$ cat config.mk
export PLATFORM = sky130hd
export DESIGN_NAME = sar_ifc
export DESIGN_NICKNAME = d
export VERILOG_FILES = /design/src/rtl/sar_ifc_pkg.sv /design/src/rtl/sar_ifc_sync.sv /design/src/rtl/sar_ifc_conv.sv /design/src/rtl/sar_ifc_shift.sv /design/src/rtl/sar_ifc.sv
export SDC_FILE = /design/constraint.sdc
export NUM_CORES = 1
export LEC_CHECK = 0
export BUFFER_PORTS_ARGS = -buffer_cell sky130_fd_sc_hd__buf_2
export CAP_MARGIN = 20
export CORE_MARGIN = 4
export CORE_UTILIZATION = 42
export CTS_CLUSTER_DIAMETER = 150
export DETAILED_ROUTE_END_ITERATION = 12
export PLACE_DENSITY = 0.7
export SETUP_SLACK_MARGIN = 0.3
export SLEW_MARGIN = 30
export SYNTH_ARGS = -nofsm -noshare
export SYNTH_HDL_FRONTEND = slang
export SYNTH_SLANG_ARGS = --single-unit
$ cat constraint.sdc
create_clock -name clk_i -period 4.59 [get_ports clk_i]
set_clock_uncertainty 0.05 [all_clocks]
set_input_delay 0.2295 -clock clk_i [delete_from_list [all_inputs] [get_ports clk_i]]
set_output_delay 0.2295 -clock clk_i [all_outputs]
set_load 0.05 [all_outputs]
$ cat src/rtl/sar_ifc_pkg.sv
package sar_ifc_pkg;
  typedef struct packed {
    logic chain;  // chained readout selected
    logic busy;   // leading busy slot in chained readout
  } sar_mode_t;
endpackage

$ cat src/rtl/sar_ifc_sync.sv
module sar_ifc_sync #(
  parameter int   STAGES  = 2,
  parameter logic RST_VAL = 1'b0
) (
  input  logic clk_i,
  input  logic rst_ni,
  input  logic d_i,
  output logic q_o
);
  logic [STAGES-1:0] sh_q;

  always_ff @(posedge clk_i or negedge rst_ni) begin
    if (!rst_ni) sh_q <= {STAGES{RST_VAL}};
    else         sh_q <= {sh_q[STAGES-2:0], d_i};
  end

  assign q_o = sh_q[STAGES-1];
endmodule

$ cat src/rtl/sar_ifc_conv.sv
module sar_ifc_conv #(
  parameter int W      = 16,
  parameter int CYCLES = 64
) (
  input  logic         clk_i,
  input  logic         rst_ni,
  input  logic         start_i,
  input  logic [W-1:0] sample_i,
  output logic         busy_o,
  output logic         done_o,
  output logic [W-1:0] result_o
);
  localparam int CW = $clog2(CYCLES + 1);

  logic [CW-1:0] cnt_q;
  logic          busy_q, done_q;
  logic [W-1:0]  res_q;

  always_ff @(posedge clk_i or negedge rst_ni) begin
    if (!rst_ni) begin
      cnt_q <= '0; busy_q <= 1'b0; done_q <= 1'b0; res_q <= '0;
    end else if (start_i) begin
      res_q <= sample_i; cnt_q <= CW'(CYCLES); busy_q <= 1'b1; done_q <= 1'b0;
    end else begin
      done_q <= busy_q && (cnt_q == CW'(1));
      if (busy_q) begin
        cnt_q <= cnt_q - CW'(1);
        if (cnt_q == CW'(1)) busy_q <= 1'b0;
      end
    end
  end

  assign busy_o   = busy_q;
  assign done_o   = done_q;
  assign result_o = res_q;

  p_done_follows_busy_r10: assert property (@(posedge clk_i) disable iff (!rst_ni)
    done_o |-> $past(busy_o));
endmodule

$ cat src/rtl/sar_ifc_shift.sv
module sar_ifc_shift #(
  parameter int W = 16
) (
  input  logic         clk_i,
  input  logic         rst_ni,
  input  logic         clear_i,
  input  logic         load_i,
  input  logic [W-1:0] data_i,
  input  logic         lead_i,
  input  logic         step_i,
  input  logic         ser_i,
  output logic         msb_o,
  output logic         lead_o,
  output logic         spent_o
);
  localparam int CW = $clog2(W + 2);

  logic [W-1:0]  sr_q;
  logic [CW-1:0] cnt_q;
  logic          lead_q, used_q;
  logic [CW-1:0] limit;

  assign limit   = used_q ? CW'(W + 1) : CW'(W);
  assign spent_o = (cnt_q >= limit);

  always_ff @(posedge clk_i or negedge rst_ni) begin
    if (!rst_ni) begin
      sr_q <= '0; cnt_q <= CW'(W + 1); lead_q <= 1'b0; used_q <= 1'b0;
    end else if (clear_i) begin
      cnt_q <= CW'(W + 1); lead_q <= 1'b0; used_q <= 1'b0;
    end else if (load_i) begin
      sr_q <= data_i; cnt_q <= '0; lead_q <= lead_i; used_q <= lead_i;
    end else if (step_i) begin
      if (lead_q) lead_q <= 1'b0;               // busy slot consumes one edge
      else        sr_q   <= {sr_q[W-2:0], ser_i};
      if (!spent_o) cnt_q <= cnt_q + CW'(1);
    end
  end

  assign msb_o  = sr_q[W-1];
  assign lead_o = lead_q;

  p_lead_no_shift_r9: assert property (@(posedge clk_i) disable iff (!rst_ni)
    (step_i && lead_o && !clear_i && !load_i) |=> ($stable(sr_q) && !lead_o));
endmodule

$ cat src/rtl/sar_ifc.sv
module sar_ifc
  import sar_ifc_pkg::*;
#(
  parameter int DATA_W      = 16,
  parameter int CONV_CYCLES = 64,
  parameter int SYNC_STAGES = 2
) (
  input  logic              clk_i,
  input  logic              rst_ni,
  input  logic              cnv_i,
  input  logic              sdi_i,
  input  logic              sclk_i,
  input  logic [DATA_W-1:0] sample_i,
  output logic              sdo_o,
  output logic              sdo_oe_o
);
  localparam int          NPIN    = 3;
  localparam logic [2:0]  PIN_RST = 3'b011;  // {sclk, sdi, cnv} idle levels

  logic [NPIN-1:0] pin_raw, pin_s;
  assign pin_raw = {sclk_i, sdi_i, cnv_i};

  for (genvar i = 0; i < NPIN; i++) begin : g_sync
    sar_ifc_sync #(.STAGES(SYNC_STAGES), .RST_VAL(PIN_RST[i])) u_sync (
      .clk_i, .rst_ni, .d_i(pin_raw[i]), .q_o(pin_s[i])
    );
  end

  logic cnv_s, sdi_s, sclk_s;
  assign {sclk_s, sdi_s, cnv_s} = pin_s;

  logic cnv_prev_q, sclk_prev_q;
  always_ff @(posedge clk_i or negedge rst_ni) begin
    if (!rst_ni) begin cnv_prev_q <= 1'b1; sclk_prev_q <= 1'b0; end
    else         begin cnv_prev_q <= cnv_s; sclk_prev_q <= sclk_s; end
  end

  logic cnv_rise, sclk_fall;
  assign cnv_rise  = cnv_s && !cnv_prev_q;
  assign sclk_fall = !sclk_s && sclk_prev_q;

  // conversion stub
  logic              conv_busy, conv_done;
  logic [DATA_W-1:0] conv_res;
  sar_ifc_conv #(.W(DATA_W), .CYCLES(CONV_CYCLES)) u_conv (
    .clk_i, .rst_ni, .start_i(cnv_rise), .sample_i,
    .busy_o(conv_busy), .done_o(conv_done), .result_o(conv_res)
  );

  // mode and phase state
  sar_mode_t mode_q;
  logic      data_rdy_q, armed_q;

  always_ff @(posedge clk_i or negedge rst_ni) begin
    if (!rst_ni) begin
      mode_q <= '0; data_rdy_q <= 1'b0; armed_q <= 1'b0;
    end else if (cnv_rise) begin
      mode_q.chain <= !sdi_s;
      mode_q.busy  <= !sdi_s && sclk_s;
      data_rdy_q   <= 1'b0;
      armed_q      <= 1'b0;
    end else begin
      if (conv_done) data_rdy_q <= 1'b1;
      if (mode_q.chain && mode_q.busy && data_rdy_q && sdi_s) armed_q <= 1'b1;
    end
  end

  // readout register
  logic sh_msb, sh_lead, sh_spent, step, load_lead;
  logic cs_sel, chain_show;

  assign load_lead  = mode_q.chain ? mode_q.busy : !sdi_s;
  assign cs_sel     = !mode_q.chain && data_rdy_q && !sdi_s && !sh_spent;
  assign chain_show = mode_q.chain && data_rdy_q && (!mode_q.busy || armed_q);
  assign step       = sclk_fall && (mode_q.chain ? chain_show : cs_sel);

  sar_ifc_shift #(.W(DATA_W)) u_shift (
    .clk_i, .rst_ni, .clear_i(cnv_rise), .load_i(conv_done), .data_i(conv_res),
    .lead_i(load_lead), .step_i(step), .ser_i(sdi_s),
    .msb_o(sh_msb), .lead_o(sh_lead), .spent_o(sh_spent)
  );

  // SDO drive
  always_comb begin
    sdo_oe_o = 1'b0;
    sdo_o    = 1'b0;
    if (!cnv_s && !sdi_s) begin
      sdo_oe_o = 1'b1;
    end else if (mode_q.chain) begin
      sdo_oe_o = 1'b1;
      if (chain_show) sdo_o = sh_lead ? 1'b1 : sh_msb;
    end else if (cs_sel) begin
      sdo_oe_o = 1'b1;
      sdo_o    = sh_lead ? 1'b0 : sh_msb;
    end
  end

  p_hiz_after_start_r1: assert property (@(posedge clk_i) disable iff (!rst_ni)
    (cnv_rise && sdi_s) |=> !sdo_oe_o);
  p_chain_quiet_conv_r2: assert property (@(posedge clk_i) disable iff (!rst_ni)
    (mode_q.chain && conv_busy) |-> (sdo_oe_o && !sdo_o));
  p_force_low_r4: assert property (@(posedge clk_i) disable iff (!rst_ni)
    (!cnv_s && !sdi_s) |-> (sdo_oe_o && !sdo_o));
  p_cs_release_r5: assert property (@(posedge clk_i) disable iff (!rst_ni)
    (!mode_q.chain && cnv_s && $rose(sh_spent)) |-> !sdo_oe_o);
  p_arm_needs_enable_r9: assert property (@(posedge clk_i) disable iff (!rst_ni)
    $rose(armed_q) |-> $past(sdi_s));
  p_no_step_conv_r10: assert property (@(posedge clk_i) disable iff (!rst_ni)
    conv_busy |-> !step);
endmodule

==> run metrics <==
RSZ-0062 raised after global routing=false; sequential area share after synthesis=56.3%; I/O pins=23; failing checks=hold timing; CTS root buf=clkbuf_8; DIE AREA=7730 um2; Yosys warning total=0; Worst setup EP type=output port; TritonRoute pass-1 iters=4; FP Rows=28; CP arrival=2.53 ns; Pleak=1.56 nW; Core ar.=6060 um2; Util after Layout=51.6%; fraction of registers with async set/reset=100%; status=complete, but fails checks; synthesized cell area=2680 um2; Pwr Density=485 nW/um2; TNS Setup=0 ns; setup violators final=0; family with the most delay on the worst path=flip-flops; # DRC=0; via count=1721; Post-Syn Nets=258; Max Slew Vio Count=0; Placer Congestion=0.769; vias in the first global route=1643; I/O Buffers=22; Synth Instances=233; global-route usage over all layers=13.8%; Peak VDD IR=0.000371 V; Worst Max-Slew Pin Slew=0.954 ns; most common cell after layout, fill and taps aside=nand2_1; starting density of the core=44.3%; r2r worst-path depth=7; CP max stage delay=0.58 ns; most used routing layer=met2; CTS buffer count=9; Detailed Route WL=4.79 mm; clk_lat worst skew=0.35 ns; GR Util met3=5.46%; Vias/cell=5.03; number of distinct library cells after synthesis=40; CTS clk-pin slew, worst paths=0.07 ns; detailed-placement wirelength estimate=2.94 mm; f_max=0.356 GHz; ys flop type=dfrtp_1; initial antenna violation count=0; cell accounting for the most synthesized area=dfrtp_1; top-area cell type share of the netlist area=49.4%; Max H-tree Level=3; reg2reg start=u_shift.cnt_q[0]$_DFFE_PN1P_; GRT Residual Overflow=0; Slew headroom=36.4%; first-pass GRT wire length=7.98 mm; Setup Crit Path Kind=reg -> out; Area Growth Syn to Fin=16.7%; post-CTS setup buffer count=0; Crit path depth=7; Synth area leaders=dfrtp_1 (49%), mux2_2 (9.2%), nand2_1 (8.1%), dfstp_2 (6.9%), mux2_4 (5.6%); antenna fix cells=0; TritonCTS clock tree=built; CTS resizes=0; Die Wd=87.9 um; worst endpoint required time=4.31 ns; wire per inst=14.0 um; max_cap viols=0; synthesized flop and latch total=60; Hold Path Class=in -> async; Fin Hold WS=-0.0256 ns; Layout Nets=287; Final ANT Viol Nets=0; number of synthesized flops with an enable pin=0; Startpoint Class=register; CP max-delay cell=dfstp_2; most frequent cells in the layout=nand2_1 (58), dfrtp_1 (53), mux2_2 (22), buf_2 (22), nor2_1 (15); Detailed Route Iter0 Violations=67; worst path cell trace=inv_1 -> ha_1 -> or4b_4 -> o21ai_4 -> a21o_4 -> o21bai_1 -> buf_2; DIE HEIGHT=87.9 um; met2 usage=20.5%; CP max FO=4; Tmin final=2.81 ns; largest net degree at the start of global routing=61; CP Launch Point=u_shift.cnt_q[0]$_DFFE_PN1P_; Clock Sinks=60; CTS Hold Buffers Added=5; Clock Tree Buf Depth=2; Final Power=0.00152 W; GR Util met1=17.9%; period utilisation layout=61.2%; fraction of layout instances using a drive strength above 1=32.6%; WP buf/inv=2; final hold vios=25; Synth Area per Inst=11.5 um2
## metrics by stage
stage	instances	worst slack, ns	instance area (um2)
6_report	342	1.78	3130
4_1_cts	342	1.74	3130
5_1_grt	342	1.70	3130
3_3_place_gp	321	1.99	2850
2_1_floorplan	233	1.67	2680
3_5_place_dp	321	1.97	2850
## kinds of logic after synthesis
family | count (synthesis) | synth area share [%]
buffers and inverters | 15 | 2.43
AND/OR/NAND/NOR | 94 | 15.3
AO/OA/AOI/OAI | 19 | 6.16
XOR/XNOR | 6 | 1.96
flip-flops | 60 | 56.3
adder cells (fa/ha/maj) | 4 | 1.87
multiplexers | 35 | 16.0
## routing by layer
metal	up-vias	part of all wire, %
li1	846	-
met1	834	48
met2	34	46
met3	7	5.1
met4	0	1.3
met5	-	0
## power breakdown
part           switching (W)  leakage [nW]  internal, W  total, W
clock               0.000227         0.106     0.000308  0.000535
sequential         0.0000755         0.755     0.000629  0.000704
combinational       0.000127         0.697     0.000151  0.000278
## registers in the layout, summed over array words and instances, names as in the netlist, 2 cells and up
signal,flops
g_sync.u_sync.sh_q,6
mode_q,2
u_shift.cnt_q,5
u_shift.sr_q,16
u_conv.cnt_q,7
u_conv.result_o,16
## cell usage after synthesis (3+ instances only)
cell type and count:
nand2_1 58, dfrtp_1 53, mux2_2 22, nor2_1 15, mux2_4 10, clkbuf_1 7
dfstp_2 7, nor3_1 6, o21ai_0 5, ha_1 4, inv_1 4, xnor2_1 4
a21oi_1 3, mux2i_1 3
## path summary, 6_finish.rpt
kind | end | slack (ns)
worst max register to register | u_shift.sr_q[13]$_DFFE_PN0P_ | 2.03
max in group asynchronous | u_shift.used_q$_DFFE_PN0P_ | 4.02
worst max-delay path | sdo_oe_o | 1.78
worst min register to register | g_sync[1].u_sync.sh_q[1]$_DFF_PN1_ | 0.31
worst min-delay path | mode_q[0]$_DFFE_PN0P_ | -0.03
min in group clk_i | u_conv.result_o[3]$_DFFE_PN0P_ | 0.02
## cell type report
class	instances	area, um2
Clock inverter	7	101
Timing Repair Buffer	29	175
Multi-Input combinational cell	158	1110
Clock buffer	9	124
Fill cell	532	2930
Tap cell	75	93.8
Inverter	4	15.0
Sequential cell	60	1510
## worst register-to-register path, cell delays in order (launching register included)
cell and delay, ns:
dfstp_2 0.58, inv_1 0.06, ha_1 0.27, or4b_4 0.50
o21ai_4 0.18, a21o_4 0.16, a31oi_4 0.26, mux2_4 0.39
Power figures use the tool's default switching activity.
